==> config.mk <==
export PLATFORM = sky130hd
export DESIGN_NAME = bus_timeout_monitor
export DESIGN_NICKNAME = d
export VERILOG_FILES = /design/src/rtl/btm_pkg.sv /design/src/rtl/btm_limit_reg.sv /design/src/rtl/btm_cycle_timer.sv /design/src/rtl/btm_ctrl_fsm.sv /design/src/rtl/btm_sticky_flag.sv /design/src/rtl/bus_timeout_monitor.sv
export SDC_FILE = /design/constraint.sdc
export NUM_CORES = 1
export LEC_CHECK = 0
export BUFFER_PORTS_ARGS = -buffer_cell sky130_fd_sc_hd__buf_2
export CAP_MARGIN = 20
export CORE_MARGIN = 8
export CORE_UTILIZATION = 55
export DETAILED_ROUTE_END_ITERATION = 10
export PLACE_DENSITY = 0.76
export SLEW_MARGIN = 10
export SYNTH_ARGS = -nofsm -noshare
export SYNTH_HDL_FRONTEND = slang
export SYNTH_SLANG_ARGS = --single-unit
==> constraint.sdc <==
create_clock -name clk -period 5.61 [get_ports clk]
set_input_delay 1.122 -clock clk [delete_from_list [all_inputs] [get_ports clk]]
set_output_delay 1.122 -clock clk [all_outputs]
set_load 0.005 [all_outputs]
==> src/rtl/btm_pkg.sv <==
package btm_pkg;
    typedef enum logic [1:0] {
        ST_IDLE   = 2'd0,
        ST_TIMING = 2'd1,
        ST_DONE   = 2'd2,
        ST_FAULT  = 2'd3
    } btm_state_e;
endpackage

==> src/rtl/btm_limit_reg.sv <==
module btm_limit_reg #(
    parameter int CNT_W = 16,
    parameter logic [CNT_W-1:0] RESET_LIMIT = '0
) (
    input  logic             clk,
    input  logic             rst_n,
    input  logic             we_i,
    input  logic [CNT_W-1:0] wdata_i,
    output logic [CNT_W-1:0] limit_o,
    output logic             limit_zero_o
);
    logic [CNT_W-1:0] lim_q;

    always_ff @(posedge clk or negedge rst_n) begin
        if (!rst_n)
            lim_q <= RESET_LIMIT;
        else if (we_i)
            lim_q <= wdata_i;
    end

    assign limit_o      = lim_q;
    assign limit_zero_o = (lim_q == '0);
endmodule

==> src/rtl/btm_cycle_timer.sv <==
module btm_cycle_timer #(
    parameter int CNT_W = 16
) (
    input  logic             clk,
    input  logic             rst_n,
    input  logic             clr_i,
    input  logic             start_i,
    input  logic             inc_i,
    input  logic [CNT_W-1:0] limit_i,
    output logic             expired_o
);
    localparam logic [CNT_W-1:0] ONE = {{(CNT_W-1){1'b0}}, 1'b1};

    logic [CNT_W-1:0] cnt_q;

    always_ff @(posedge clk or negedge rst_n) begin
        if (!rst_n)
            cnt_q <= '0;
        else if (clr_i)
            cnt_q <= '0;
        else if (start_i)
            cnt_q <= ONE;
        else if (inc_i)
            cnt_q <= cnt_q + ONE;
    end

    // A lowered limit mid-cycle still expires: compare with >=
    assign expired_o = (limit_i != '0) && (cnt_q >= limit_i);
endmodule

==> src/rtl/btm_ctrl_fsm.sv <==
module btm_ctrl_fsm
    import btm_pkg::*;
(
    input  logic clk,
    input  logic rst_n,
    input  logic cyc_i,
    input  logic addr_only_i,
    input  logic ack_i,
    input  logic berr_in_i,
    input  logic limit_zero_i,
    input  logic expired_i,
    output logic berr_drive_o,
    output logic timeout_evt_o,
    output logic cnt_start_o,
    output logic cnt_inc_o,
    output logic cnt_clr_o
);
    btm_state_e state_q;
    btm_state_e state_d;
    logic       finished;

    assign finished = ack_i | berr_in_i;

    always_ff @(posedge clk or negedge rst_n) begin
        if (!rst_n)
            state_q <= ST_IDLE;
        else
            state_q <= state_d;
    end

    always_comb begin
        state_d = state_q;
        unique case (state_q)
            ST_IDLE: begin
                if (cyc_i) begin
                    if (addr_only_i || limit_zero_i || finished)
                        state_d = ST_DONE;
                    else
                        state_d = ST_TIMING;
                end
            end
            ST_TIMING: begin
                if (!cyc_i)
                    state_d = ST_IDLE;
                else if (finished || limit_zero_i)
                    state_d = ST_DONE;
                else if (expired_i)
                    state_d = ST_FAULT;
            end
            ST_DONE: begin
                if (!cyc_i)
                    state_d = ST_IDLE;
            end
            ST_FAULT: begin
                if (!cyc_i)
                    state_d = ST_IDLE;
            end
        endcase
    end

    always_comb begin
        berr_drive_o  = (state_q == ST_FAULT);
        timeout_evt_o = (state_q == ST_TIMING) && (state_d == ST_FAULT);
        cnt_start_o   = (state_q == ST_IDLE) && (state_d == ST_TIMING);
        cnt_inc_o     = (state_q == ST_TIMING) && (state_d == ST_TIMING);
        cnt_clr_o     = !cyc_i;
    end
endmodule

==> src/rtl/btm_sticky_flag.sv <==
module btm_sticky_flag (
    input  logic clk,
    input  logic rst_n,
    input  logic set_i,
    input  logic clr_i,
    output logic flag_o
);
    always_ff @(posedge clk or negedge rst_n) begin
        if (!rst_n)
            flag_o <= 1'b0;
        else if (set_i)
            flag_o <= 1'b1;
        else if (clr_i)
            flag_o <= 1'b0;
    end
endmodule

==> src/rtl/bus_timeout_monitor.sv <==
module bus_timeout_monitor #(
    parameter int CNT_W = 16,
    parameter logic [CNT_W-1:0] RESET_LIMIT = '0
) (
    input  logic             clk,
    input  logic             rst_n,
    input  logic             cyc_i,
    input  logic             addr_only_i,
    input  logic             ack_i,
    input  logic             berr_in_i,
    input  logic             lim_we_i,
    input  logic [CNT_W-1:0] lim_wdata_i,
    input  logic             flag_clr_i,
    output logic             berr_o,
    output logic             timeout_flag_o
);
    logic [CNT_W-1:0] lim_q;
    logic             lim_zero;
    logic             expired;
    logic             timeout_evt;
    logic             cnt_start;
    logic             cnt_inc;
    logic             cnt_clr;

    btm_limit_reg #(.CNT_W(CNT_W), .RESET_LIMIT(RESET_LIMIT)) u_limit (
        .clk          (clk),
        .rst_n        (rst_n),
        .we_i         (lim_we_i),
        .wdata_i      (lim_wdata_i),
        .limit_o      (lim_q),
        .limit_zero_o (lim_zero)
    );

    btm_cycle_timer #(.CNT_W(CNT_W)) u_timer (
        .clk       (clk),
        .rst_n     (rst_n),
        .clr_i     (cnt_clr),
        .start_i   (cnt_start),
        .inc_i     (cnt_inc),
        .limit_i   (lim_q),
        .expired_o (expired)
    );

    btm_ctrl_fsm u_fsm (
        .clk           (clk),
        .rst_n         (rst_n),
        .cyc_i         (cyc_i),
        .addr_only_i   (addr_only_i),
        .ack_i         (ack_i),
        .berr_in_i     (berr_in_i),
        .limit_zero_i  (lim_zero),
        .expired_i     (expired),
        .berr_drive_o  (berr_o),
        .timeout_evt_o (timeout_evt),
        .cnt_start_o   (cnt_start),
        .cnt_inc_o     (cnt_inc),
        .cnt_clr_o     (cnt_clr)
    );

    btm_sticky_flag u_flag (
        .clk    (clk),
        .rst_n  (rst_n),
        .set_i  (timeout_evt),
        .clr_i  (flag_clr_i),
        .flag_o (timeout_flag_o)
    );
endmodule

==> results.sh <==
export IMPL_avgViaCountPerCell=5.483
export IMPL_worst_path_buf_inv=2
export IMPL_clock_fmax_mhz=358.4
export IMPL_setup_violations=0
export IMPL_nets=292
export IMPL_synthAdderAreaFrac_pct=10.53
export IMPL_antenna_found_initial=0
export IMPL_yosys_warnings=0
export IMPL_post_synth_cell_area_avg_um2=9.021
export IMPL_slowest_stage="or3_1"
export IMPL_drcViolationCount=0
export IMPL_drive_gt1_share_pct=14.68
export IMPL_place_area_mm2=0.002171
export IMPL_crit_required_ps=5820
export IMPL_coreArea_mm2=0.003606
export IMPL_hp_start="u_flag.flag_o"
export IMPL_r2r_start="u_timer.cnt_q[0]"
export IMPL_area_growth_pct=12.01
export IMPL_synthCells=224
export IMPL_min_path_cells=2
export IMPL_holdCritPathClass="reg -> reg"
export IMPL_num_vias=1645
export IMPL_hpwl_um=3195
export IMPL_finalClockSkew_ps=6.791
export IMPL_grt_pass1_vias=1571
export IMPL_setup_worst_path_end_class="register"
export IMPL_post_cts_setup_buffer_count=0
export IMPL_cts_tree="done"
export IMPL_die_w_um=76.62
export IMPL_slew_headroom_pct=49.25
export IMPL_seq_area_frac_synth_pct=43.34
export IMPL_cts_resized=0
export IMPL_netlist_area_mm2=0.002021
export IMPL_layout_commonest_cell="dfrtp_1"
export IMPL_diodes=0
export IMPL_cts_root_buf="clkbuf_8"
export IMPL_first_pass_iters=4
export IMPL_arrival_ps=3000
export IMPL_fin_crit_sh_pct=49.73
export IMPL_ios=26
export IMPL_clk_pin_slew_ps=70
export IMPL_syn_num_nets=265
export IMPL_synth_xor_area_share_pct=0
export IMPL_period_minus_slack_ps=2790
export IMPL_h_tree_depth=2
export IMPL_final_cell_mix="dfrtp_1 (35), o21ai_0 (33), nand2_1 (30)"
export IMPL_postRouteAntennaNets=0
export IMPL_grt_overflow_total=0
export IMPL_wirelength_um=4139
export IMPL_rsz0062_at_grt="no"
export IMPL_critPathMaxStageDelay_ps=360
export IMPL_ff2ff_setup_slack_ps=2920
export IMPL_clkLatencyLatePin_ps=290
export IMPL_cap_violations=0
export IMPL_setup_worst_path_start_class="input pin"
export IMPL_drv_slew=0
export IMPL_die_area_mm2=0.005870
export IMPL_io_buffers=25
export IMPL_initial_core_util_pct=56.04
export IMPL_min_to="u_flag.flag_o"
export IMPL_powerDensity_mw_per_mm2=220.4
export IMPL_grt_max_degree=36
export IMPL_grt_usage_pct=14.72
export IMPL_place_congestion=0.7976
export IMPL_cpLargestDelayFamily="simple AND/OR/NAND/NOR gates"
export IMPL_grt_pass1_wl_um=7093
export IMPL_final_area_mm2=0.002263
export IMPL_cts_buffer_depth=2
export IMPL_wl_per_cell_um=13.80
export IMPL_path_class="in -> reg"
export IMPL_setup_tns_ps=0
export IMPL_yosys_area_share_simple_pct=19.38
export IMPL_hold_viol_final=0
export IMPL_placement_rows=22
export IMPL_cp_max_fo=23
export IMPL_status="complete, no violations"
export IMPL_ys_ff_latch=35
export IMPL_drtIter0Drc=61
export IMPL_worstMarginPinSlew_ps=761.2
export IMPL_cts_buffers=5
export IMPL_reg2reg_to="u_timer.cnt_q[13]"
export IMPL_crit_chain="buf_2 > or2_0 > a41o_1 > nor3b_2 > nand4_1 > buf_6 > or3_1 > o211ai_2"
export IMPL_synth_distinct_cells=36
export IMPL_die_height_um=76.62
export IMPL_holdBufCountCts=0
export IMPL_r2r_cells=9
export IMPL_synth_top_family_by_area="compound AO/OA/AOI/OAI gates"
export IMPL_ir_drop_mv=0.1385
export IMPL_fillers=320
export IMPL_clock_sinks=35
export IMPL_synthMuxAreaShare_pct=1.053
export IMPL_synth_compound_area_share_pct=19.50
export IMPL_leakage_nw=1.186
## where the power goes
group / internal, W / switching, W / leakage [nW] / total (W)
combinational: 0.0000220 / 0.0000338 / 0.687 / 0.0000558
sequential: 0.000264 / 0.00000812 / 0.457 / 0.000272
clock: 0.0000869 / 0.0000838 / 0.0422 / 0.000171
total: 0.000373 / 0.000126 / 1.19 / 0.000499
## worst max-delay path by stage
stage                     depth (start not counted)  startpoint                 to
after floorplan                                   7   berr_in_i  u_timer.cnt_q[13]
after global placement                            7   berr_in_i  u_timer.cnt_q[13]
after detailed placement                          7   berr_in_i  u_timer.cnt_q[13]
after CTS                                         7   berr_in_i  u_timer.cnt_q[13]
after global routing                              8   berr_in_i  u_timer.cnt_q[13]
final                                             8   berr_in_i  u_timer.cnt_q[13]
## cells by family (layout without fill, tap and decap cells)
kind of cell,after synthesis,in the layout
flops,35,35
simple gates,78,78
buf+inv,30,58
fa+ha+maj,17,17
compound gates,62,62
mux,2,2
## cell type report
type                    instances  area (µm²)  share of cell area (%)
multi-input cells             159        1020                   45.05
flip-flops and latches         35       875.8                   38.70
clock buffers                   7       76.32                   3.372
inverters                      24       90.09                   3.980
clock inverters                 1       5.005                  0.2211
well taps                      48       60.06                   2.653
repair buffers                 26       136.4                   6.025
## Yosys cell counts
| cell type | n | area [µm²] |
|---|---|---|
| a21oi_1 | 7 | 35.03 |
| a21o_1 | 11 | 82.58 |
| a221oi_1 | 1 | 8.760 |
| buf_2 | 1 | 5.000 |
| nor2b_1 | 1 | 6.260 |
| or3_1 | 2 | 12.51 |
| nand2b_1 | 1 | 6.260 |
| buf_6 | 1 | 11.26 |
| a211o_1 | 2 | 17.52 |
| o21ai_0 | 33 | 165.2 |
| a41o_1 | 1 | 10.01 |
| buf_4 | 1 | 7.510 |
| nand2_1 | 30 | 112.6 |
| and2_1 | 1 | 6.260 |
| nor3_1 | 10 | 50.05 |
| o211ai_2 | 1 | 12.51 |
| mux2i_1 | 1 | 10.01 |
| a31o_2 | 1 | 8.760 |
| and3_1 | 1 | 6.260 |
| ha_1 | 17 | 212.7 |
| o41ai_1 | 1 | 8.760 |
| nor3b_1 | 5 | 37.54 |
| nor2_1 | 7 | 26.28 |
| nand4_1 | 5 | 31.28 |
| and4_1 | 1 | 8.760 |
| mux2_2 | 1 | 11.26 |
| nor4_1 | 7 | 43.79 |
| inv_1 | 24 | 90.09 |
| dfrtp_1 | 35 | 875.8 |
| o22a_1 | 2 | 17.52 |
| clkbuf_1 | 3 | 11.26 |
| nand3_1 | 5 | 25.02 |
| nor3b_2 | 1 | 12.51 |
| a2111o_1 | 1 | 11.26 |
| a32oi_2 | 1 | 16.27 |
| or2_0 | 1 | 6.260 |
## state kept, by name (all words and copies together) (netlist names)
signal / cells
u_limit.limit_o: 16
u_timer.cnt_q: 16
u_fsm.state_q: 2
u_flag.flag_o: 1
## tightest hold or removal path, delay by kind of cell (launching register included)
family	cells	cell delay [ps]
buffers and inverters	1	60
AOI/OAI and AO/OA	1	60
DFF	1	370
## layer usage
layer	vias up	track usage, %	wire (µm)
met5	-	0	0
met4	0	5.769	59
met3	7	4.835	201
met2	28	22.71	1852
met1	757	18.50	2024
li1	853	-	-
## through the flow
step | cells | power [W] | utilization [%] | hold WS (ps) | worst slack, ps
final | 300 | 0.0004987 | 62.77 | 522.6 | 2820
after global routing | 300 | 0.0005248 | 62.77 | 539.5 | 2751
after global placement | 291 | 0.0003305 | 60.20 | 493.4 | 2039
after detailed placement | 291 | 0.0003329 | 60.20 | 505.6 | 1958
after floorplan | 224 | 0.0003081 | - | 477.5 | 3008
after CTS | 299 | 0.0005056 | 62.46 | 521.9 | 2260
No activity file was read; power rests on OpenSTA's default activity.
